[src/rtl/muldiv_pkg.sv]
package muldiv_pkg;

    // bit 1 selects divide, bit 0 selects unsigned
    typedef enum logic [1:0] {
        MD_MUL_S = 2'b00,
        MD_MUL_U = 2'b01,
        MD_DIV_S = 2'b10,
        MD_DIV_U = 2'b11
    } md_op_e;

endpackage

[src/rtl/md_operand_prep.sv]
module md_operand_prep #(
    parameter int W = 32
) (
    input  muldiv_pkg::md_op_e op,
    input  logic [W-1:0]       a,
    input  logic [W-1:0]       b,
    output logic [W-1:0]       mag_a,
    output logic [W-1:0]       mag_b,
    output logic               neg_main,
    output logic               neg_rem
);
    logic is_signed;

    always_comb begin
        is_signed = (op == muldiv_pkg::MD_MUL_S) || (op == muldiv_pkg::MD_DIV_S);
        mag_a     = (is_signed && a[W-1]) ? (~a + 1'b1) : a;
        mag_b     = (is_signed && b[W-1]) ? (~b + 1'b1) : b;
        neg_main  = is_signed && (a[W-1] ^ b[W-1]);
        neg_rem   = is_signed && a[W-1];
    end
endmodule

[src/rtl/md_mul_step.sv]
module md_mul_step #(
    parameter int W = 32
) (
    input  logic [2*W-1:0] work,
    input  logic [W-1:0]   mcand,
    output logic [2*W-1:0] work_next
);
    logic [W:0] upper_sum;

    always_comb begin
        upper_sum = {1'b0, work[2*W-1:W]} + (work[0] ? {1'b0, mcand} : '0);
        work_next = {upper_sum, work[W-1:1]};
    end
endmodule

[src/rtl/md_div_step.sv]
module md_div_step #(
    parameter int W = 32
) (
    input  logic [2*W-1:0] work,
    input  logic [W-1:0]   divisor,
    output logic [2*W-1:0] work_next
);
    logic [W:0]   shifted;
    logic [W+1:0] diff;
    logic         borrow;

    always_comb begin
        shifted   = {work[2*W-1:W], work[W-1]};
        diff      = {1'b0, shifted} - {2'b00, divisor};
        borrow    = diff[W+1];
        work_next = {(borrow ? shifted[W-1:0] : diff[W-1:0]), work[W-2:0], ~borrow};
    end
endmodule

[src/rtl/muldiv_hilo.sv]
module muldiv_hilo #(
    parameter int W = 32
) (
    input  logic         clk,
    input  logic         rst_n,
    input  logic         op_valid,
    input  logic [1:0]   op_code,
    input  logic [W-1:0] op_a,
    input  logic [W-1:0] op_b,
    output logic         op_accept,
    output logic         busy,
    input  logic         rd_valid,
    input  logic         rd_sel,
    output logic         rd_ready,
    output logic [W-1:0] rd_data
);
    import muldiv_pkg::*;

    localparam int            CW   = $clog2(W);
    localparam logic [CW-1:0] LAST = CW'(W - 1);

    typedef struct packed {
        logic           busy;
        logic [CW-1:0]  cnt;
        logic           is_div;
        logic           neg_main;
        logic           neg_rem;
        logic [W-1:0]   oper;
        logic [2*W-1:0] work;
        logic [W-1:0]   hi;
        logic [W-1:0]   lo;
    } md_state_t;

    md_state_t st_d, st_q;

    md_op_e         op_e;
    logic [W-1:0]   mag_a, mag_b;
    logic           neg_main, neg_rem;
    logic [2*W-1:0] mul_next, div_next, step_next;
    logic [2*W-1:0] prod_fix;
    logic [W-1:0]   quo_fix, rem_fix;

    assign op_e = md_op_e'(op_code);

    md_operand_prep #(.W(W)) u_prep (
        .op       (op_e),
        .a        (op_a),
        .b        (op_b),
        .mag_a    (mag_a),
        .mag_b    (mag_b),
        .neg_main (neg_main),
        .neg_rem  (neg_rem)
    );

    md_mul_step #(.W(W)) u_mul (
        .work      (st_q.work),
        .mcand     (st_q.oper),
        .work_next (mul_next)
    );

    md_div_step #(.W(W)) u_div (
        .work      (st_q.work),
        .divisor   (st_q.oper),
        .work_next (div_next)
    );

    always_comb begin
        step_next = st_q.is_div ? div_next : mul_next;
        prod_fix  = st_q.neg_main ? (~step_next + 1'b1) : step_next;
        quo_fix   = st_q.neg_main ? (~step_next[W-1:0] + 1'b1) : step_next[W-1:0];
        rem_fix   = st_q.neg_rem ? (~step_next[2*W-1:W] + 1'b1) : step_next[2*W-1:W];
    end

    always_comb begin
        st_d      = st_q;
        op_accept = op_valid && !st_q.busy;
        if (op_accept) begin
            st_d.busy     = 1'b1;
            st_d.cnt      = '0;
            st_d.is_div   = op_code[1];
            st_d.neg_main = neg_main;
            st_d.neg_rem  = neg_rem;
            st_d.oper     = op_code[1] ? mag_b : mag_a;
            st_d.work     = {{W{1'b0}}, (op_code[1] ? mag_a : mag_b)};
        end else if (st_q.busy) begin
            st_d.work = step_next;
            st_d.cnt  = st_q.cnt + 1'b1;
            if (st_q.cnt == LAST) begin
                st_d.busy = 1'b0;
                if (st_q.is_div) begin
                    st_d.hi = rem_fix;
                    st_d.lo = quo_fix;
                end else begin
                    st_d.hi = prod_fix[2*W-1:W];
                    st_d.lo = prod_fix[W-1:0];
                end
            end
        end
    end

    always_ff @(posedge clk or negedge rst_n) begin
        if (!rst_n) begin
            st_q <= '0;
        end else begin
            st_q <= st_d;
        end
    end

    assign busy     = st_q.busy;
    assign rd_ready = rd_valid && !st_q.busy;
    assign rd_data  = rd_sel ? st_q.hi : st_q.lo;

endmodule

[config.mk]
export PLATFORM = sky130hd
export DESIGN_NAME = muldiv_hilo
export DESIGN_NICKNAME = d
export VERILOG_FILES = /design/src/rtl/muldiv_pkg.sv /design/src/rtl/md_operand_prep.sv /design/src/rtl/md_mul_step.sv /design/src/rtl/md_div_step.sv /design/src/rtl/muldiv_hilo.sv
export SDC_FILE = /design/constraint.sdc
export NUM_CORES = 1
export LEC_CHECK = 0
export BUFFER_PORTS_ARGS = -buffer_cell sky130_fd_sc_hd__buf_2
export CAP_MARGIN = 20
export CORE_MARGIN = 1
export CORE_UTILIZATION = 57
export DETAILED_ROUTE_END_ITERATION = 10
export PLACE_DENSITY = 0.79
export SYNTH_ARGS = -nofsm -noshare
export SYNTH_HDL_FRONTEND = slang
export SYNTH_SLANG_ARGS = --single-unit
[constraint.sdc]
create_clock -name clk -period 4.6 [get_ports clk]
set_input_delay 0.46 -clock clk [delete_from_list [all_inputs] [get_ports clk]]
set_output_delay 0.46 -clock clk [all_outputs]
set_load 0.01 [all_outputs]
=== Yosys cells after proc, flatten, opt, wreduce, memory -nomap -nowiden ===
Cells that the tools add are included.

* Output and inout port bits: 35
* Word-level logic and storage cells: 55
* Input bits: 71
* Bits in registers: 169

* Muxes and demuxes: 18
* Reduce and logical (&&, ||, !) cells: 10
* Add/subtract/negate cells: 8
* Equal/unequal tests: 2
* Bitwise logic cells: 8

{| class="wikitable"
|+ Operators with widths
! cell !! count
|-
| $mux W64 || 5
|-
| $mux W32 || 9
|-
| $add A32 B1 Y32 const B || 4
|-
| $mux W128 || 1
|-
| $not A32 Y32 || 4
|-
| $add A64 B1 Y64 const B || 1
|-
| $not A64 Y64 || 1
|-
| $sub A33 B32 Y34 || 1
|-
| $add A32 B33 Y33 || 1
|-
| $mux W6 || 2
|-
| $add A5 B1 Y5 const B || 1
|-
| $eq A5 B5 Y1 const B || 1
|-
| $logic_and A1 B1 Y1 || 5
|-
| $reduce_and A3 Y1 || 1
|-
| $eq A2 B2 Y1 const B || 1
|-
| $logic_not A2 Y1 || 1
|-
| $not A1 Y1 || 2
|-
| $reduce_bool A2 Y1 || 1
|-
| $logic_not A1 Y1 || 1
|-
| $logic_or A1 B1 Y1 || 1
|-
| $mux W1 || 1
|-
| $xor A1 B1 Y1 || 1
|}

=== Longest topological paths before layout ===
* Word-level depth: 10
* Gate-level depth with buffers: 24
* Gate-level depth less buffers: 21

=== Modules after synthesis ===
A second synthesis with hierarchy kept.

* Cell total of the unflattened synthesis: 2,205
* Area, all modules: 17,604.4 µm²

{| class="wikitable"
|+ By module, submodules not included
! module !! times used !! area each (µm²) !! cells an instance
|-
| muldiv_hilo || 1 || 11,100.6 || 1,237
|-
| md_div_step || 1 || 2,662.6 || 404
|-
| md_mul_step || 1 || 2,428.6 || 353
|-
| md_operand_prep || 1 || 1,412.6 || 211
|}

=== Least setup slack after synthesis ===
No wires, ideal clock.

* Path kind: register to register
* Start point: register st_q[162] in the netlist's numbering
* End point: register st_q[54] in the netlist's numbering
* Data required time: 4.531 ns
* Cell stages (with the launch flop): 21
* Path buffers: 7
* Data arrival time: 5.018 ns
* Path slack: -0.487 ns
* Cell sequence: dfrtp_1 > clkbuf_1 > clkbuf_1 > buf_1 > clkbuf_1 > clkbuf_1 > clkbuf_1 > buf_1 > mux2i_1 > ha_1 > o21ai_0 > or3_1 > nor2_1 > nand2_1 > nor4_1 > and2_1 > nand2_1 > o21ai_0 > a21boi_1 > or4_1 > nand3_1

* Word-level cells in the longest chain between the ends: 5

{| class="wikitable"
|+ RTL lines
! what !! line !! RTL
|-
| from (decl) || muldiv_hilo.sv:34 || <nowiki>md_state_t st_d, st_q;</nowiki>
|-
| from (signal assigned) || muldiv_hilo.sv:105 || <nowiki>st_q <= st_d;</nowiki>
|-
| $mux W64 || muldiv_hilo.sv:68 || <nowiki>step_next = st_q.is_div ? div_next : mul_next;</nowiki>
|-
| $not A64 Y64 / $not A32 Y32 (equally long branches) || muldiv_hilo.sv:69, muldiv_hilo.sv:71 ||
|-
| $add A64 B1 Y64 / $add A32 B1 Y32 (equally long branches) || muldiv_hilo.sv:69, muldiv_hilo.sv:71 ||
|-
| $mux W64 / $mux W32 (equally long branches) || muldiv_hilo.sv:69, muldiv_hilo.sv:71 ||
|-
| $mux W64 * || muldiv_hilo.sv:90 || <nowiki>if (st_q.is_div) begin</nowiki>
|}

Mark *: on every way between the ends. The rest lies on a longest branch, timed or not.
A chain may end at the register's enable or synchronous reset.

=== Final worst setup path ===
* Start point: register st_q[120] in the netlist's numbering
* End point: register st_q[61] in the netlist's numbering

* Word-level cells in the longest chain between the ends: 7

{| class="wikitable"
|+ RTL lines
! what !! line !! RTL
|-
| $sub A33 B32 Y34 || md_div_step.sv:14 || <nowiki>diff = {1'b0, shifted} - {2'b00, divisor};</nowiki>
|-
| $mux W32 / $not A1 Y1 (equally long branches) || md_div_step.sv:16 || <nowiki>work_next = {(borrow ? shifted[W-1:0] : diff[W-1:0]), work[W-2:0], ~borrow};</nowiki>
|-
| $mux W64 * || muldiv_hilo.sv:68 ||
|-
| $not A64 Y64 / $not A32 Y32 (equally long branches) || muldiv_hilo.sv:69, muldiv_hilo.sv:71 ||
|-
| $add A64 B1 Y64 / $add A32 B1 Y32 (equally long branches) || muldiv_hilo.sv:69, muldiv_hilo.sv:71 ||
|-
| $mux W64 / $mux W32 (equally long branches) || muldiv_hilo.sv:69, muldiv_hilo.sv:71 ||
|-
| $mux W64 * || muldiv_hilo.sv:90 ||
|}

Marks and branches as above.

==> results.py <==
metrics = {
    "drt": {
        "ant_nets": 0,
        "route.final.wire_length_mm": 62.84,
        "via_count": 17990,
        "drtIter0Drc": 2080,
        "first_pass_iters": 8,
        "via_per_inst": 6.576,
        "drc": 0,
        "wl_per_cell_um": 22.97,
    },
    "timing": {
        "post-route-min-period_ps": 4548,
        "fmax_ghz": 0.2199,
        "timing.final.crit_share": 0.9888,
        "skew_ps": 15.60,
        "hold_ws_ps": 3.286,
        "hold_violations": 0,
        "worst_slew_pin_slew_ps": 895.9,
        "setup_viol": 0,
        "report.final.slew_viol_count": 0,
        "relSlewSlack": 0.4027,
    },
    "worst_setup_path": {
        "start_kind": "flop",
        "cp_data_arrival_time_ps": 4880,
        "worstPathRequired_ps": 4930,
        "crit_path_max_fanout": 9,
        "setup.worst_path.class": "reg2reg",
        "cp-end-kind": "flop",
    },
    "place": {
        "place.gp.congestion": 1.025,
        "port_buffers": 105,
        "dpl.hpwl_mm": 49.03,
    },
    "grt": {
        "grt_pass1_wl_mm": 94.01,
        "grt_pass1_vias": 16280,
        "grt_overflow": 0,
        "antenna_found_initial": 2,
        "groute.usage.overall": 0.4284,
        "grt_max_degree": 78,
    },
    "finish": {
        "fin_util": 0.7031,
        "drive_gt1_frac": 0.2232,
        "nNetsFinal": 2487,
        "area_growth_pct": 21.14,
    },
    "die": {
        "core_region_area_sq_mm": 0.02778,
        "dieArea_sq_mm": 0.02896,
        "initial_utilization": 0.5804,
        "ios": 106,
        "die_h_um": 170.2,
        "die_w_um": 170.2,
        "num_rows": 61,
    },
    "yosys": {
        "async_flop_share": 1.000,
        "syn_nets": 2263,
        "synth_top_area_share": 0.2623,
        "ys_top_cells_by_count": "285 x nand2_1, 217 x o21ai_0, 174 x a21oi_1, 169 x dfrtp_1, 159 x nor2_1",
        "syn_area_per_cell_sq_um": 7.606,
        "netlist_area_sq_mm": 0.01612,
        "synthCells": 2120,
        "synth.area.top_cells": "dfrtp_1 26%, o21ai_0 6.7%, nand2_1 6.6%",
        "ys_types": 95,
        "synth.ff_latch_count": 169,
        "synth_edf_count": 0,
        "synthFlopType": "dfrtp_1",
        "yosys_warnings": 0,
        "yosysTopAreaCell": "dfrtp_1",
        "yosysMostFrequentCell": "nand2_1",
        "synth_seq_area_share": 0.2623,
    },
    "run": {
        "maxCapViolCount": 0,
    },
    "clock_tree": {
        "cts_root_buf": "clkbuf_16",
        "cts.sinks": 169,
        "cts_tree": "yes",
        "cts_buffers": 17,
        "clockBufferDepth": 2,
        "holdBufCountCts": 0,
        "h-tree-depth": 4,
        "clock_latency_ps": 450,
        "clk_pin_slew_ps": 80,
    },
    "status": {
        "status": "completed",
    },
    "worst_hold_path": {
        "hold_path.class": "in2async",
    },
}
-- cell type report --
class / instances / area [sq um]
sequential: 169 / 4242
clock inverter: 15 / 203.9
timing repair buffer: 328 / 2250
tap: 378 / 473.0
inverter: 69 / 259.0
fill: 2355 / 8249
clock buffer: 17 / 425.4
multi-input combinational: 1759 / 11680
antenna: 1 / 2.502
-- placed cells by master (no fill, tap or decap), drive strengths merged, types with 47 or more instances in the layout --
cell type  netlist  layout
a21oi          174     174
buf             32     328
ha              70      70
and2            47      47
dfrtp          169     169
nor2           159     159
nand2          286     286
xor2            71      71
xnor2           77      77
inv             68      77
nor3            49      49
o21ai          222     222
-- routing by layer --
layer | vias up | track usage | wire [um]
li1 | 8201 | - | -
met1 | 8490 | 0.5719 | 25690
met2 | 1092 | 0.6507 | 27320
met3 | 206 | 0.09000 | 6392
met4 | 4 | 0.2221 | 3407
met5 | - | 0 | 30
-- timing repair --
item / 4_1_cts / 5_1_grt
buffers inserted: 1 / 23
endpoints found under the setup margin: 13 / 22
pin swaps: 4 / 37
resized for setup: 19 / 88
endpoints found under the hold margin: 0 / 0
-- registers in the layout, indices dropped and copies added, names as in the netlist --
signal and flops:
busy 1, st_q 168
-- final timing paths --
| check | from | end | slack [ps] | cells after the start |
|---|---|---|---|---|
| hold / removal | rst_n | st_q[155] | 3 | 1 |
| min in group clk | op_b[0] | st_q[128] | 420 | 3 |
| max in group asynchronous | rst_n | st_q[162] | 3530 | 2 |
| setup reg to reg | st_q[120] | st_q[61] | 50 | 15 |
| setup / recovery | st_q[120] | st_q[61] | 50 | 15 |
| hold reg to reg | st_q[22] | st_q[22] | 470 | 2 |
-- stage by stage --
stage | worst slack [ps] | cell area [sq um] | cells | TNS [ps]
after global placement | -172.7 | 18210 | 2681 | -811.0
after detailed placement | -212.8 | 18210 | 2681 | -1277
after CTS | 10.89 | 18970 | 2714 | 0
final | 51.73 | 19530 | 2736 | 0
after floorplan | 3.544 | 16160 | 2120 | 0
after global routing | -82.40 | 19530 | 2735 | -217.2
-- kinds of logic after synthesis --
family,synth area share
AOI/OAI and AO/OA,0.2771
buffers and inverters,0.04648
muxes,0.05083
DFF,0.2623
adders and majority gates,0.05680
and+or+nand+nor,0.2261
xor gates and xnor gates,0.08039
-- worst max-delay path: stages, from the launching register on --
cell and delay [ps]:
dfrtp_2 470, ha_4 290, nand4_1 180, or4_4 570
nor4_4 260, buf_4 180, o31a_4 220, nor2_1 100
buf_4 180, o311ai_0 520, and2_2 410, nor4_4 90
buf_4 180, nor2b_2 170, a31o_2 250, o311ai_0 340
Power is not shown: default switching activity piles up to over one toggle a cycle in this logic, so the estimate is an artifact.
